===== src/rtl/plan_regbank_pkg.sv =====
package plan_regbank_pkg;
   localparam int unsigned BUS_W   = 32;
   localparam int unsigned OFS_GO  = 'h00;
   localparam int unsigned OFS_FIN = 'h04;
   localparam int unsigned OFS_END = 'h08;
   localparam int unsigned OFS_PTH = 'h0C;
   localparam int unsigned OFS_ROW = 'h10;

   typedef enum logic [2:0] {
      SEL_NONE,
      SEL_GO,
      SEL_FIN,
      SEL_END,
      SEL_PTH,
      SEL_ROW
   } sel_e;
endpackage


===== src/rtl/plan_addr_dec.sv =====
module plan_addr_dec
   import plan_regbank_pkg::*;
#(
   parameter int unsigned ROWS  = 16,
   parameter int unsigned ROW_W = 4
) (
   input  logic [BUS_W-1:0] addr,
   output sel_e             sel,
   output logic [ROW_W-1:0] row_idx
);
   localparam int unsigned ROW_END = OFS_ROW + 4*ROWS;

   always_comb begin
      sel     = SEL_NONE;
      row_idx = '0;
      if (addr[1:0] == 2'b00) begin
         if (addr == OFS_GO)       sel = SEL_GO;
         else if (addr == OFS_FIN) sel = SEL_FIN;
         else if (addr == OFS_END) sel = SEL_END;
         else if (addr == OFS_PTH) sel = SEL_PTH;
         else if (addr >= OFS_ROW && addr < ROW_END) begin
            sel     = SEL_ROW;
            row_idx = ROW_W'((addr - OFS_ROW) >> 2);
         end
      end
   end
endmodule


===== src/rtl/plan_run_ctl.sv =====
module plan_run_ctl #(
   parameter int unsigned RES_W = 32
) (
   input  logic             clk,
   input  logic             rst_n,
   input  logic             go_wr,
   input  logic             done_in,
   input  logic [RES_W-1:0] res_in,
   output logic             busy,
   output logic             fin,
   output logic             launch,
   output logic [RES_W-1:0] res_q
);
   always_ff @(posedge clk) begin
      if (!rst_n) begin
         busy   <= 1'b0;
         fin    <= 1'b0;
         launch <= 1'b0;
         res_q  <= '0;
      end else begin
         launch <= 1'b0;
         if (busy) begin
            if (done_in) begin
               busy  <= 1'b0;
               fin   <= 1'b1;
               res_q <= res_in;
            end
         end else if (go_wr) begin
            busy   <= 1'b1;
            fin    <= 1'b0;
            launch <= 1'b1;
         end
      end
   end
endmodule


===== src/rtl/plan_grid_store.sv =====
module plan_grid_store #(
   parameter int unsigned ROWS  = 16,
   parameter int unsigned COLS  = 16,
   parameter int unsigned ROW_W = 4
) (
   input  logic                 clk,
   input  logic                 rst_n,
   input  logic                 wr,
   input  logic [ROW_W-1:0]     idx,
   input  logic [COLS-1:0]      din,
   output logic [ROWS*COLS-1:0] grid
);
   for (genvar k = 0; k < ROWS; k++) begin : g_row
      always_ff @(posedge clk) begin
         if (!rst_n)
            grid[k*COLS +: COLS] <= '0;
         else if (wr && idx == ROW_W'(k))
            grid[k*COLS +: COLS] <= din;
      end
   end
endmodule


===== src/rtl/plan_regbank.sv =====
module plan_regbank
   import plan_regbank_pkg::*;
#(
   parameter int unsigned ROWS  = 16,
   parameter int unsigned COLS  = 16,
   parameter int unsigned END_W = 16,
   parameter int unsigned RES_W = 32
) (
   input  logic                 clk,
   input  logic                 rst_n,
   input  logic [31:0]          addr,
   input  logic [31:0]          wdata,
   input  logic                 wr_en,
   input  logic                 rd_en,
   output logic [31:0]          rdata,
   output logic                 eng_launch,
   output logic [ROWS*COLS-1:0] eng_grid,
   output logic [END_W-1:0]     eng_ends,
   input  logic                 eng_done,
   input  logic [RES_W-1:0]     eng_path
);
   localparam int unsigned ROW_W = (ROWS > 1) ? $clog2(ROWS) : 1;

   initial begin
      if (COLS > BUS_W || END_W > BUS_W || RES_W > BUS_W)
         $error("plan_regbank: field wider than bus");
      if (OFS_ROW + 4*ROWS > 256)
         $error("plan_regbank: row window too large");
   end

   sel_e             sel;
   logic [ROW_W-1:0] row_idx;
   logic             busy, fin;
   logic [RES_W-1:0] res_q;

   plan_addr_dec #(.ROWS(ROWS), .ROW_W(ROW_W)) u_dec (
      .addr(addr), .sel(sel), .row_idx(row_idx)
   );

   plan_run_ctl #(.RES_W(RES_W)) u_ctl (
      .clk(clk), .rst_n(rst_n),
      .go_wr(wr_en && sel == SEL_GO && wdata[0]),
      .done_in(eng_done), .res_in(eng_path),
      .busy(busy), .fin(fin), .launch(eng_launch), .res_q(res_q)
   );

   plan_grid_store #(.ROWS(ROWS), .COLS(COLS), .ROW_W(ROW_W)) u_grid (
      .clk(clk), .rst_n(rst_n),
      .wr(wr_en && !busy && sel == SEL_ROW),
      .idx(row_idx), .din(wdata[COLS-1:0]), .grid(eng_grid)
   );

   always_ff @(posedge clk) begin
      if (!rst_n)
         eng_ends <= '0;
      else if (wr_en && !busy && sel == SEL_END)
         eng_ends <= wdata[END_W-1:0];
   end

   always_ff @(posedge clk) begin
      if (!rst_n)
         rdata <= '0;
      else if (rd_en) begin
         case (sel)
            SEL_FIN: rdata <= {31'b0, fin};
            SEL_PTH: rdata <= 32'(res_q);
            default: rdata <= '0;
         endcase
      end else
         rdata <= '0;
   end
endmodule


===== config.mk =====
export PLATFORM = sky130hd
export DESIGN_NAME = plan_regbank
export DESIGN_NICKNAME = d
export VERILOG_FILES = /design/src/rtl/plan_regbank_pkg.sv /design/src/rtl/plan_addr_dec.sv /design/src/rtl/plan_run_ctl.sv /design/src/rtl/plan_grid_store.sv /design/src/rtl/plan_regbank.sv
export SDC_FILE = /design/constraint.sdc
export NUM_CORES = 1
export LEC_CHECK = 0
export CORE_ASPECT_RATIO = 0.8
export CORE_UTILIZATION = 50
export DETAILED_ROUTE_END_ITERATION = 8
export DONT_BUFFER_PORTS = 1
export GPL_TIMING_DRIVEN = 1
export PLACE_DENSITY = 0.71
export SLEW_MARGIN = 20
export SYNTH_ARGS = -nofsm -noshare
export SYNTH_HDL_FRONTEND = slang
export SYNTH_SLANG_ARGS = --single-unit

===== constraint.sdc =====
create_clock -name clk -period 2.3 [get_ports clk]
set_input_delay 0 -clock clk [delete_from_list [all_inputs] [get_ports clk]]
set_output_delay 0 -clock clk [all_outputs]
set_load 0.05 [all_outputs]

Yosys cells after proc, flatten, opt, wreduce, memory -nomap -nowiden
Cells that the tools add are included.
{"block": "word_totals", "register_bits": 339, "input_bits": 101, "out_inout_bits": 305, "elab_cells": 100}
{"block": "classes", "n_addsub": 1, "order_cmp": 2, "n_eq_ne": 24, "n_mux": 19, "bitwise": 1, "n_reduce_logical": 31}
{"op": "== test 32 x 4 -> 1 bit (second input constant)", "count": 2}
{"op": "case mux 32 bit (2 select lines)", "count": 1}
{"op": "== test 32 x 3 -> 1 bit (second input constant)", "count": 1}
{"op": "== test 4 bit (second input constant)", "count": 8}
{"op": "greater-or-equal comparator 32 x 5 -> 1 bit (second input constant)", "count": 1}
{"op": "zero test 32 bit", "count": 1}
{"op": "< comparator 32 x 7 -> 1 bit (second input constant)", "count": 1}
{"op": "2-to-1 mux 4 bit", "count": 6}
{"op": "logical AND 1 bit", "count": 22}
{"op": "2-to-1 mux 3 bit", "count": 6}
{"op": "== test 4 x 3 -> 1 bit (second input constant)", "count": 4}
{"op": "== test 4 x 2 -> 1 bit (second input constant)", "count": 2}
{"op": "== test 3 x 2 -> 1 bit (second input constant)", "count": 2}
{"op": "== test 3 bit (second input constant)", "count": 2}
{"op": "2-to-1 mux 1 bit", "count": 6}
{"op": "AND reduction 2 bit", "count": 3}
{"op": "subtractor 6 x 5 -> 6 bit (second input constant)", "count": 1}
{"op": "== test 4 x 1 -> 1 bit (second input constant)", "count": 1}
{"op": "zero test 4 bit", "count": 1}
{"op": "== test 3 x 1 -> 1 bit (second input constant)", "count": 1}
{"op": "zero test 2 bit", "count": 1}
{"op": "inequality test 2 bit (second input constant)", "count": 1}
{"op": "nonzero test 2 bit", "count": 1}
{"op": "OR reduction 2 bit", "count": 1}
{"op": "other kinds (2)", "count": 2}

Longest topological paths before layout
Gate-level depths: netlist (run 1).
{"block": "depth", "depth_word": 13, "depth_mapped": 9, "depth_no_buf": 7}

By module
From an unflattened synthesis (run 1), not the netlist that was laid out.
{"block": "unflattened", "hier_cells": 1214, "area_unflattened_um2": 12495.7}
{"mod": "plan_grid_store", "instances": 1, "cells_per_inst": 876, "area_per_inst_um2": 9256.4, "seq_area_each_um2": 5124.9}
{"mod": "plan_regbank", "instances": 1, "cells_per_inst": 146, "area_per_inst_um2": 1562.7, "seq_area_each_um2": 960.9}
{"mod": "plan_run_ctl", "instances": 1, "cells_per_inst": 158, "area_per_inst_um2": 1452.6, "seq_area_each_um2": 700.7}
{"mod": "plan_addr_dec", "instances": 1, "cells_per_inst": 34, "area_per_inst_um2": 224.0, "seq_area_each_um2": 0.0}

Least setup slack after synthesis (run 1)
OpenSTA, ideal clock, no wires.
{"block": "synth_timing", "path_kind": "register -> register", "startpoint": "register u_ctl.busy", "endpoint": "register u_grid.grid[191]", "setup_time_ps": 132, "arrival_ps": 2127, "required_time_ps": 2168, "setup_slack_ps": 40, "stages_incl_launch_ff": 8, "path_buffers": 2, "synth_period_minus_slack_ps": 2260, "path_cell_list": "dfxtp_1 -> or4b_4 -> or4b_4 -> nor2_4 -> nand4b_1 -> buf_4 -> buf_6 -> mux2i_1"}
{"block": "synth_via", "elab_chain_cells": 4}
{"item": "from (decl)", "line": "plan_run_ctl.sv:9", "text": "output logic busy,"}
{"item": "from (signal assigned)", "line": "plan_run_ctl.sv:16", "text": "busy <= 1'b0;"}
{"item": "from (signal assigned)", "line": "plan_run_ctl.sv:24", "text": "busy <= 1'b0;"}
{"item": "from (signal assigned)", "line": "plan_run_ctl.sv:29", "text": "busy <= 1'b1;"}
{"item": "zero test 1 bit", "line": "plan_regbank.sv:49", "text": ".wr(wr_en && !busy && sel == SEL_ROW),"}
{"item": "logical AND 1 bit (2 in series)", "line": "plan_regbank.sv:49"}
{"item": "logical AND 1 bit", "line": "plan_grid_store.sv:17", "text": "else if (wr && idx == ROW_W'(k))"}
{"item": "to (signal, indexed assignment)", "line": "plan_grid_store.sv:18", "text": "grid[k*COLS +: COLS] <= din;"}
{"item": "to (decl)", "line": "plan_grid_store.sv:11", "text": "output logic [ROWS*COLS-1:0] grid"}
No other way between the ends.
A chain may end at the register's enable or synchronous reset.

Worst setup path in the final report (run 1)
{"block": "layout_timing", "startpoint": "register u_ctl.busy", "endpoint": "register u_grid.grid[54]"}
The elaborated chain is that of the path after synthesis.

==> impl_summary.md, run 1 <==
Floorplanning
The total I/O pin count is 406. The number of cell rows is 51. The area of the core region is 24500 um2. Once the floorplan was initialized, standard cells occupied 51.2% of the core.

The floorplan step set the die height to 144 um. The area enclosed by the die boundary is 25700 um2. The width of the die is 179 um.

Drt
Dividing the detail-routed wire length by the instance count gives 21.4 um. The detail route stage leaves a number of antenna-violating nets equal to 0. After detailed routing, the total wire length is 37600 um. The number of DRC violations after detailed-routing iteration 0 is 522.

The number of iterations in the first detailed-routing pass is 7. Using the TritonRoute via totals, the vias-per-cell ratio works out to 5.47. The total DRC errors in the routed layout is 32. The via count of the routed design is 9593.

Cells and area
The share of the core filled with cells in the final layout is 66.2%. The share of final-layout standard cells stronger than drive strength 1 is 8.28%. The fill cell total of the finished layout is 1865. The final net count is 1518.

The count of antenna diodes in the layout is 0. The area taken by multi-input logic gates is 5360 um2. The signed area change from the synthesized netlist to the final layout is 29.4%.

The register area is 6790 um2.

Flow run
The tool flagged a number of max-cap violations equal to 0.

Logic synthesis
The net count of the mapped netlist is 1322. The warning count from the yosys run is 0. The proportion of synthesized flip-flops having asynchronous set or reset is 0%.

The distinct cell type count of the synthesized netlist is 46. The flop and latch count out of synthesis is 339. After Yosys synthesis, full adders, half adders and majority gates account for 0.299% of the synthesized area. The post-synthesis cell count is 1218. The mapped netlist covers 12500 um2. The portion of the post-synthesis area used by sequential elements is 54.1%. By area, the combinational part of the netlist is dominated by multiplexers. The main flop type after synthesis is sky130_fd_sc_hd__dfxtp_1.

The number of enable-type register cells in the synthesized netlist is 0. Of the total synthesized cell area, the portion taken by AND, OR, NAND and NOR gates is 17.7%. Dividing the synthesized area by the synthesized cell count gives 10.3 um2. The post-synthesis compound-gate area fraction is 3.94%. In the synthesized netlist, mux cells make up 20.5% of the area.

The synthesized netlist devotes 0% of its cell area to XOR and XNOR gates.

Timing
For the pin with the worst max-slew slack, the measured transition is 1.02 ns. The setup slack after layout is -0.0540 ns. Setup repair after global routing could not meet its margin everywhere. The number of failing setup endpoints in the final timing report is 26. The final number of hold-violating endpoints is 0.

The post-route clock period utilization is 102%. Adding up every negative setup slack in the final design gives -0.650 ns. The count of final max-slew check failures is 0. The setup skew after layout is 0.00892 ns.

The worst-case headroom to the max-slew limit is 31.9%. The final critical delay including setup and external delays is 2.35 ns. The timing-limited maximum frequency is 425 MHz.

CTS
The number of H-tree levels is 1. TritonCTS created 31 clock buffers. After clock tree synthesis, the clock-pin slew on the worst setup and hold paths is 0.07 ns.

The number of buffers on the longest clock path is 3. The clock drives 339 sinks. At the later pin of the worst-skew pair, clock insertion delay measures 0.56 ns. TritonCTS built the clock tree. The cell at the root of the clock tree is sky130_fd_sc_hd__clkbuf_16.

Worst setup path
The endpoint identified for the worst register-to-register timing path is u_grid.grid[54]$_SDFFE_PN0P_. The worst setup path is launched from a register. The startpoint of the worst-slack reg-to-reg timing path is u_ctl.busy$_SDFF_PN0_. The arrival time at the worst endpoint is 2.75 ns.

The required arrival time at the worst endpoint is 2.69 ns. STA classifies the critical path endpoint as a register. In this run the worst setup path begins at u_ctl.busy$_SDFF_PN0_.

The register-to-register setup slack is -0.05 ns. The maximum fanout along the worst path is 8. By startpoint and endpoint, the worst setup path is classified as reg -> reg. The number of cells traversed by the worst register-to-register path is 7.

Pwr
Dividing total power by cell area gives a power density of 708 nW/um2. In this run the static leakage power is 7.24 nW. VDD sags by at most 0.736 mV.

GRT
The global-route congestion overflow total is 0. The number of global-route vias before repair came to 9539. Global routing used 28.0% of the available tracks across all layers. The largest net degree at the start of global routing is 177.

The initial antenna violation count came to 0. The first-pass GRT wire length is 54900 um.

Place
The placer's final routability congestion estimate is 0.859. The placed wire-length estimate is 21900 um. In this run the tool buffered the top-level ports with 0 buffer cells.

Hold path
The worst min-delay path class is in -> reg. The worst hold path was traced through 5 stages. In this run the most critical hold path is launched from addr[7]. The worst hold path terminates at u_grid.grid[211]$_SDFFE_PN0P_.

Outcome
The final reports fail on design-rule violations, negative setup slack. The run finished, with violations left.
## cell usage after synthesis, types with 2 or more instances
master | number | area [um2]
sky130_fd_sc_hd__nor4_1 | 9 | 56.3
sky130_fd_sc_hd__nand4_1 | 3 | 18.8
sky130_fd_sc_hd__nor3_2 | 2 | 20.0
sky130_fd_sc_hd__buf_2 | 8 | 40.0
sky130_fd_sc_hd__nand3_2 | 2 | 20.0
sky130_fd_sc_hd__nor2_1 | 6 | 22.5
sky130_fd_sc_hd__inv_1 | 5 | 18.8
sky130_fd_sc_hd__o2111ai_4 | 2 | 52.6
sky130_fd_sc_hd__nor4_2 | 3 | 37.5
sky130_fd_sc_hd__or2_2 | 3 | 18.8
sky130_fd_sc_hd__buf_6 | 6 | 67.6
sky130_fd_sc_hd__nor2b_1 | 36 | 225
sky130_fd_sc_hd__dfxtp_1 | 339 | 6790
sky130_fd_sc_hd__nand2_1 | 342 | 1280
sky130_fd_sc_hd__nand4_2 | 2 | 25.0
sky130_fd_sc_hd__ha_1 | 3 | 37.5
sky130_fd_sc_hd__buf_1 | 3 | 11.3
sky130_fd_sc_hd__a211o_1 | 2 | 17.5
sky130_fd_sc_hd__o21ai_0 | 2 | 10.0
sky130_fd_sc_hd__buf_4 | 8 | 60.1
sky130_fd_sc_hd__nand4_4 | 4 | 85.1
sky130_fd_sc_hd__and2_1 | 33 | 206
sky130_fd_sc_hd__nor4b_1 | 2 | 17.5
sky130_fd_sc_hd__mux2i_1 | 257 | 2570
sky130_fd_sc_hd__nand3_1 | 2 | 10.0
sky130_fd_sc_hd__nor3_1 | 3 | 15.0
sky130_fd_sc_hd__clkbuf_1 | 62 | 233
sky130_fd_sc_hd__and4_1 | 2 | 17.5
sky130_fd_sc_hd__or4b_4 | 2 | 27.5
sky130_fd_sc_hd__a21boi_0 | 48 | 360
sky130_fd_sc_hd__nand4b_1 | 2 | 17.5
## how the worst max path moves through the flow
| stage | end | cells past startpoint |
|---|---|---|
| floorplan | u_grid.grid[191]$_SDFFE_PN0P_ | 7 |
| global placement | u_grid.grid[183]$_SDFFE_PN0P_ | 6 |
| detailed placement | u_grid.grid[183]$_SDFFE_PN0P_ | 6 |
| CTS | u_grid.grid[188]$_SDFFE_PN0P_ | 6 |
| global route | u_grid.grid[53]$_SDFFE_PN0P_ | 7 |
| finish | u_grid.grid[54]$_SDFFE_PN0P_ | 7 |
## critical path, stage by stage (launching register included)
cell	delay (ns)
sky130_fd_sc_hd__dfxtp_2	0.32
sky130_fd_sc_hd__or4b_4	0.48
sky130_fd_sc_hd__or4b_4	0.64
sky130_fd_sc_hd__nor2_4	0.15
sky130_fd_sc_hd__buf_6	0.11
sky130_fd_sc_hd__o2111ai_4	0.14
sky130_fd_sc_hd__clkbuf_16	0.23
sky130_fd_sc_hd__mux2i_1	0.12
## power breakdown
part / leakage [nW] / switching (mW) / internal [mW]
registers: 2.73 / 0.00000000387 / 5.87
logic: 3.99 / 0.218 / 0.122
clock network: 0.518 / 2.22 / 3.05
total: 7.24 / 2.44 / 9.04
## registers in the layout, indices dropped and copies added, names as in the netlist
register / count
u_ctl.busy: 1
u_ctl.res_q: 32
u_grid.grid: 256
u_ctl.fin: 1
u_ctl.launch: 1
eng_ends: 16
rdata: 32
## what timing repair did
item / CTS / global route
setup buffers: 1 / 3
setup endpoints to repair: 16 / 78
endpoints found under the hold margin: 339 / 3
resized for setup: 0 / 7
pin swaps: 2 / 4
hold buffers: 211 / 1
gates cloned: 0 / 2
## metal layers
metal  track usage (%)  part of all wire [%]  up-vias
met5                 0                     0        -
met4              10.7                   3.3        0
met3              8.70                   9.2       86
met2              46.4                    48      362
met1              33.9                    40     4709
li1                  -                     -     4436
## cell usage in the layout (no fill, tap or decap), drive strengths merged, types with 8 or more instances in the layout
cell | netlist | routed
mux2i | 257 | 257
dfxtp | 339 | 339
buf | 25 | 37
nor4 | 12 | 12
nor2b | 36 | 36
clkbuf | 62 | 51
nor2 | 8 | 8
dlygate4sd3 | 0 | 211
a21boi | 48 | 48
nand2 | 342 | 342
and2 | 33 | 33
nand4 | 9 | 9
## cell families after synthesis
group | count (synthesis)
adders and majority gates | 3
AOI/OAI and AO/OA | 59
DFF | 339
and+or+nand+nor | 468
muxes | 257
buffers and inverters | 92
## area by class of cell
class | instances | share of cell area, %
repair buffers | 250 | 16.1
clock inverters | 7 | 0.571
clock buffers | 49 | 5.88
flip-flops and latches | 339 | 41.8
multi-input cells | 787 | 33.1
well taps | 318 | 2.45
inverters | 5 | 0.116
## metrics by stage
step           hold WS (ns)  std cells  setup slack [ns]  instance area [um2]  total power [mW]
2_1_floorplan         0.145       1218            0.0404                12500              6.20
3_3_place_gp          0.130       1481           -0.0160                12900              6.20
3_5_place_dp          0.141       1481           -0.0254                12900              6.20
4_1_cts              -0.424       1749           -0.0353                16100              11.5
5_1_grt              0.0366       1755            -0.101                16200              11.8
6_report             0.0370       1755           -0.0540                16200              11.5
Power figures use the tool's default switching activity.
==> run 2: changes to the inputs <==
- CTS_BUF_LIST: unset -> sky130_fd_sc_hd__clkbuf_8
==> run 2 against run 1 <==
Against the previous run: the flow still finishes with violations (design-rule violations, negative setup slack); wire length increased by 2.5%; global-route usage rose by 0.78 points; sequential power barely moved; non-clock buffer count increased by 8; worst setup slack improved by 0.049 ns; worst hold slack better by 0.022 ns; clock skew grew 0.029 ns; sequential share of layout area down 0.10 points; largest cell class unchanged; largest power group unchanged.
==> impl_summary.md, run 2 (synthesized netlist as in run 1, its figures left out) <==
Outcome
The run finished, with violations left. The final reports fail on design-rule violations, negative setup slack.

Cells and area
The register with the most flip-flops in the layout has 256 of them. The share of final-layout standard cells stronger than drive strength 1 is 9.61%. The largest registers in the layout are u_grid.grid (256), rdata (32), u_ctl.res_q (32). After routing the design area is 16300 um2. More flip-flops sit in one register than any other, and that register is u_grid.grid. Compared with the post-synthesis result, the final layout area differs by 29.7%. After the last flow step, the layout net total stands at 1545. The share of the core filled with cells in the final layout is 66.4%. The leading cell type in the layout, fill and taps excluded is sky130_fd_sc_hd__nand2_1. 0 antenna diodes ended up in the layout. Leaving out fill and tap cells, the most frequent cells in the layout are sky130_fd_sc_hd__nand2_1 (342), sky130_fd_sc_hd__dfxtp_1 (338), sky130_fd_sc_hd__mux2i_1 (256), sky130_fd_sc_hd__dlygate4sd3_1 (217), sky130_fd_sc_hd__clkbuf_8 (64).

CTS
For the worst-skew pair, the clock arrives at the later sink with an insertion delay of 0.58 ns. Counting every sink on the clock net gives 339. In this run the number of H-tree levels came out at 2. Clock-pin slew was measured on the worst setup and hold paths at 0.07 ns. The cell sitting at the root of the clock tree is a sky130_fd_sc_hd__clkbuf_8.

The clock tree from TritonCTS is built. Clock tree synthesis inserted a total of 50 buffers. The number of buffers on the longest clock path is 3.

Floorplanning
During I/O placement, the number of pins put on the boundary was 406. Measured along the x axis, the die boundary spans 179 um. The die is 144 um tall. The area enclosed by the die boundary is 25700 um2. After floorplanning, the core was divided into 51 placement rows. The region available for standard cell placement spans 24500 um2. The starting density of the core is 51.2%.

Worst setup path
The required arrival time at the worst endpoint is 2.69 ns. The register-to-register setup slack is -0.005 ns. The startpoint type of the worst setup path is a register.

Among the stages of the critical path, the cell type that occurs most often is sky130_fd_sc_hd__or4b_4. The highest cell delay on the worst timing path is 0.54 ns. Of all nets on the critical path, the largest fanout is 16. The kind of end point of the critical path is a register. The arrival time at the worst endpoint is 2.70 ns. The worst setup path is of the reg -> reg kind. Traced cell by cell, the critical path runs through or4b_4 > or4b_4 > buf_4 > nor3_4 > nand4_4 > buf_12 > mux2i_1. The slowest stage of the critical path is the sky130_fd_sc_hd__or4b_4 cell.

Drt
The routed layout has 9798 vias. The total DRC errors in the routed layout is 32. The highest signal layer in the routed design is met4. The number of nets with antenna violations after detailed routing is 0. The sum of met2 wire segment lengths after detailed routing is 18200 um. Dividing the detail-routed wire length by the instance count gives 21.4 um. For this run, the detailed router's first-pass iteration total came to 7.

For this block, the initial DRC count from the detailed router was 521. In the routed layout, each cell is associated on average with a via count of 5.46. The length of routed wiring on met1 is 15300 um. The routed wire length on met3 is 3600 um.

The total length of routed wires is 38500 um.

Timing
The setup slack after layout is -0.00542 ns. The setup skew after layout is 0.0381 ns. The worst path uses 100% of the clock period. The timing-limited maximum frequency is 434 MHz. The final number of hold-violating endpoints came to 0. In this run the tightest slew margin relative to its limit is 34.6%. In the final timing run, aggregate negative setup slack is -0.00542 ns. The final critical delay including setup and external delays is 2.31 ns. Setup violations remaining at the end of the flow were counted as 1. The count of final max-slew check failures is 0. Setup repair after global routing could not meet its margin everywhere. For the pin with the worst max-slew slack, the measured transition is 0.979 ns.

Place
Buffers placed on the I/O ports in this run total 0. The wire-length estimate of the detail-placed layout is 21900 um. The placer's final routability congestion estimate is 0.859. The worst slack after detailed placement is -0.0254 ns. The post-detailed-placement cell area is 12900 um2.

GRT
The first-pass GRT wire length is 56300 um. Global routing used 28.8% of the available tracks. The number of global-route vias before repair came to 9877. Entering global routing, the biggest net connects 176 pins. The global-route congestion overflow total is 0. The initial antenna violation count is 0.

Pwr
The highest ir drop seen on vdd is 0.496 mV. For this design the static power due to leakage is 7.32 nW. The power per unit of standard cell area is 676 nW/um2.

Flow run
The max-capacitance violation count is 0.

Hold path
The min-delay analysis places its worst path in the category in -> reg.
[run 2: cell types whose count changed in the layout (fill, tap and decap cells not counted), moves of 2 or more]
cell | before | now
sky130_fd_sc_hd__inv_1 | 5 | 26
sky130_fd_sc_hd__bufinv_16 | 2 | 0
sky130_fd_sc_hd__buf_6 | 3 | 1
sky130_fd_sc_hd__clkbuf_1 | 7 | 0
sky130_fd_sc_hd__dlygate4sd3_1 | 211 | 217
sky130_fd_sc_hd__buf_4 | 22 | 25
sky130_fd_sc_hd__inv_6 | 2 | 0
sky130_fd_sc_hd__clkbuf_8 | 11 | 64
sky130_fd_sc_hd__clkbuf_16 | 33 | 1
[run 2: worst paths after layout]
kind                                startpoint                      endpoint  cells after the start
setup reg to reg         u_ctl.busy$_SDFF_PN0_  u_grid.grid[83]$_SDFFE_PN0P_                      7
setup / recovery         u_ctl.busy$_SDFF_PN0_  u_grid.grid[83]$_SDFFE_PN0P_                      7
hold / removal                         addr[6]      eng_ends[1]$_SDFFE_PN0P_                      5
hold reg to reg   u_ctl.res_q[11]$_SDFFE_PN0P_          rdata[11]$_SDFF_PN0_                      1
[run 2: area by class of cell]
cell class	count	area (um2)
clock inverter	25	110
inverter	5	18.8
sequential	339	6790
timing repair buffer	258	2690
fill	1895	8240
tap	318	398
multi-input combinational	787	5380
clock buffer	64	881
[run 2: where the power goes]
part	internal [mW]	total, mW	switching [mW]
Sequential	5.87	5.87	0.00000000388
Clock	2.49	4.78	2.29
Combinational	0.128	0.349	0.222
[run 2: per-stage QoR]
stage | total power, mW | std cells | hold slack, ns
6_report | 11.0 | 1796 | 0.0591
5_1_grt | 11.4 | 1796 | 0.0596
4_1_cts | 11.0 | 1794 | 0.0233
3_5_place_dp | 6.20 | 1481 | 0.141
3_3_place_gp | 6.20 | 1481 | 0.130
2_1_floorplan | 6.20 | 1218 | 0.145
[run 2: per-layer routing]
layer  vias up  global-route usage, %
li1       4493                      -
met1      4798                   34.9
met2       409                   46.5
met3        98                   9.58
met4         0                   12.6
met5         -                      0
[run 2: worst max-delay path, delay by kind of cell, from the launching register on]
family	cells	cell delay [ns]
buffers and inverters	2	0.35
DFF	1	0.32
muxes	1	0.14
and+or+nand+nor	4	1.29
[run 2: repair_timing]
item                                    in CTS  in global routing
hold buffers                               218                  0
hold endpoints to repair                   339                  0
buffers inserted                             5                  1
endpoints found under the setup margin      16                109
gates cloned                                 1                  1
pin swaps                                    3                  2
resized for setup                            2                  9
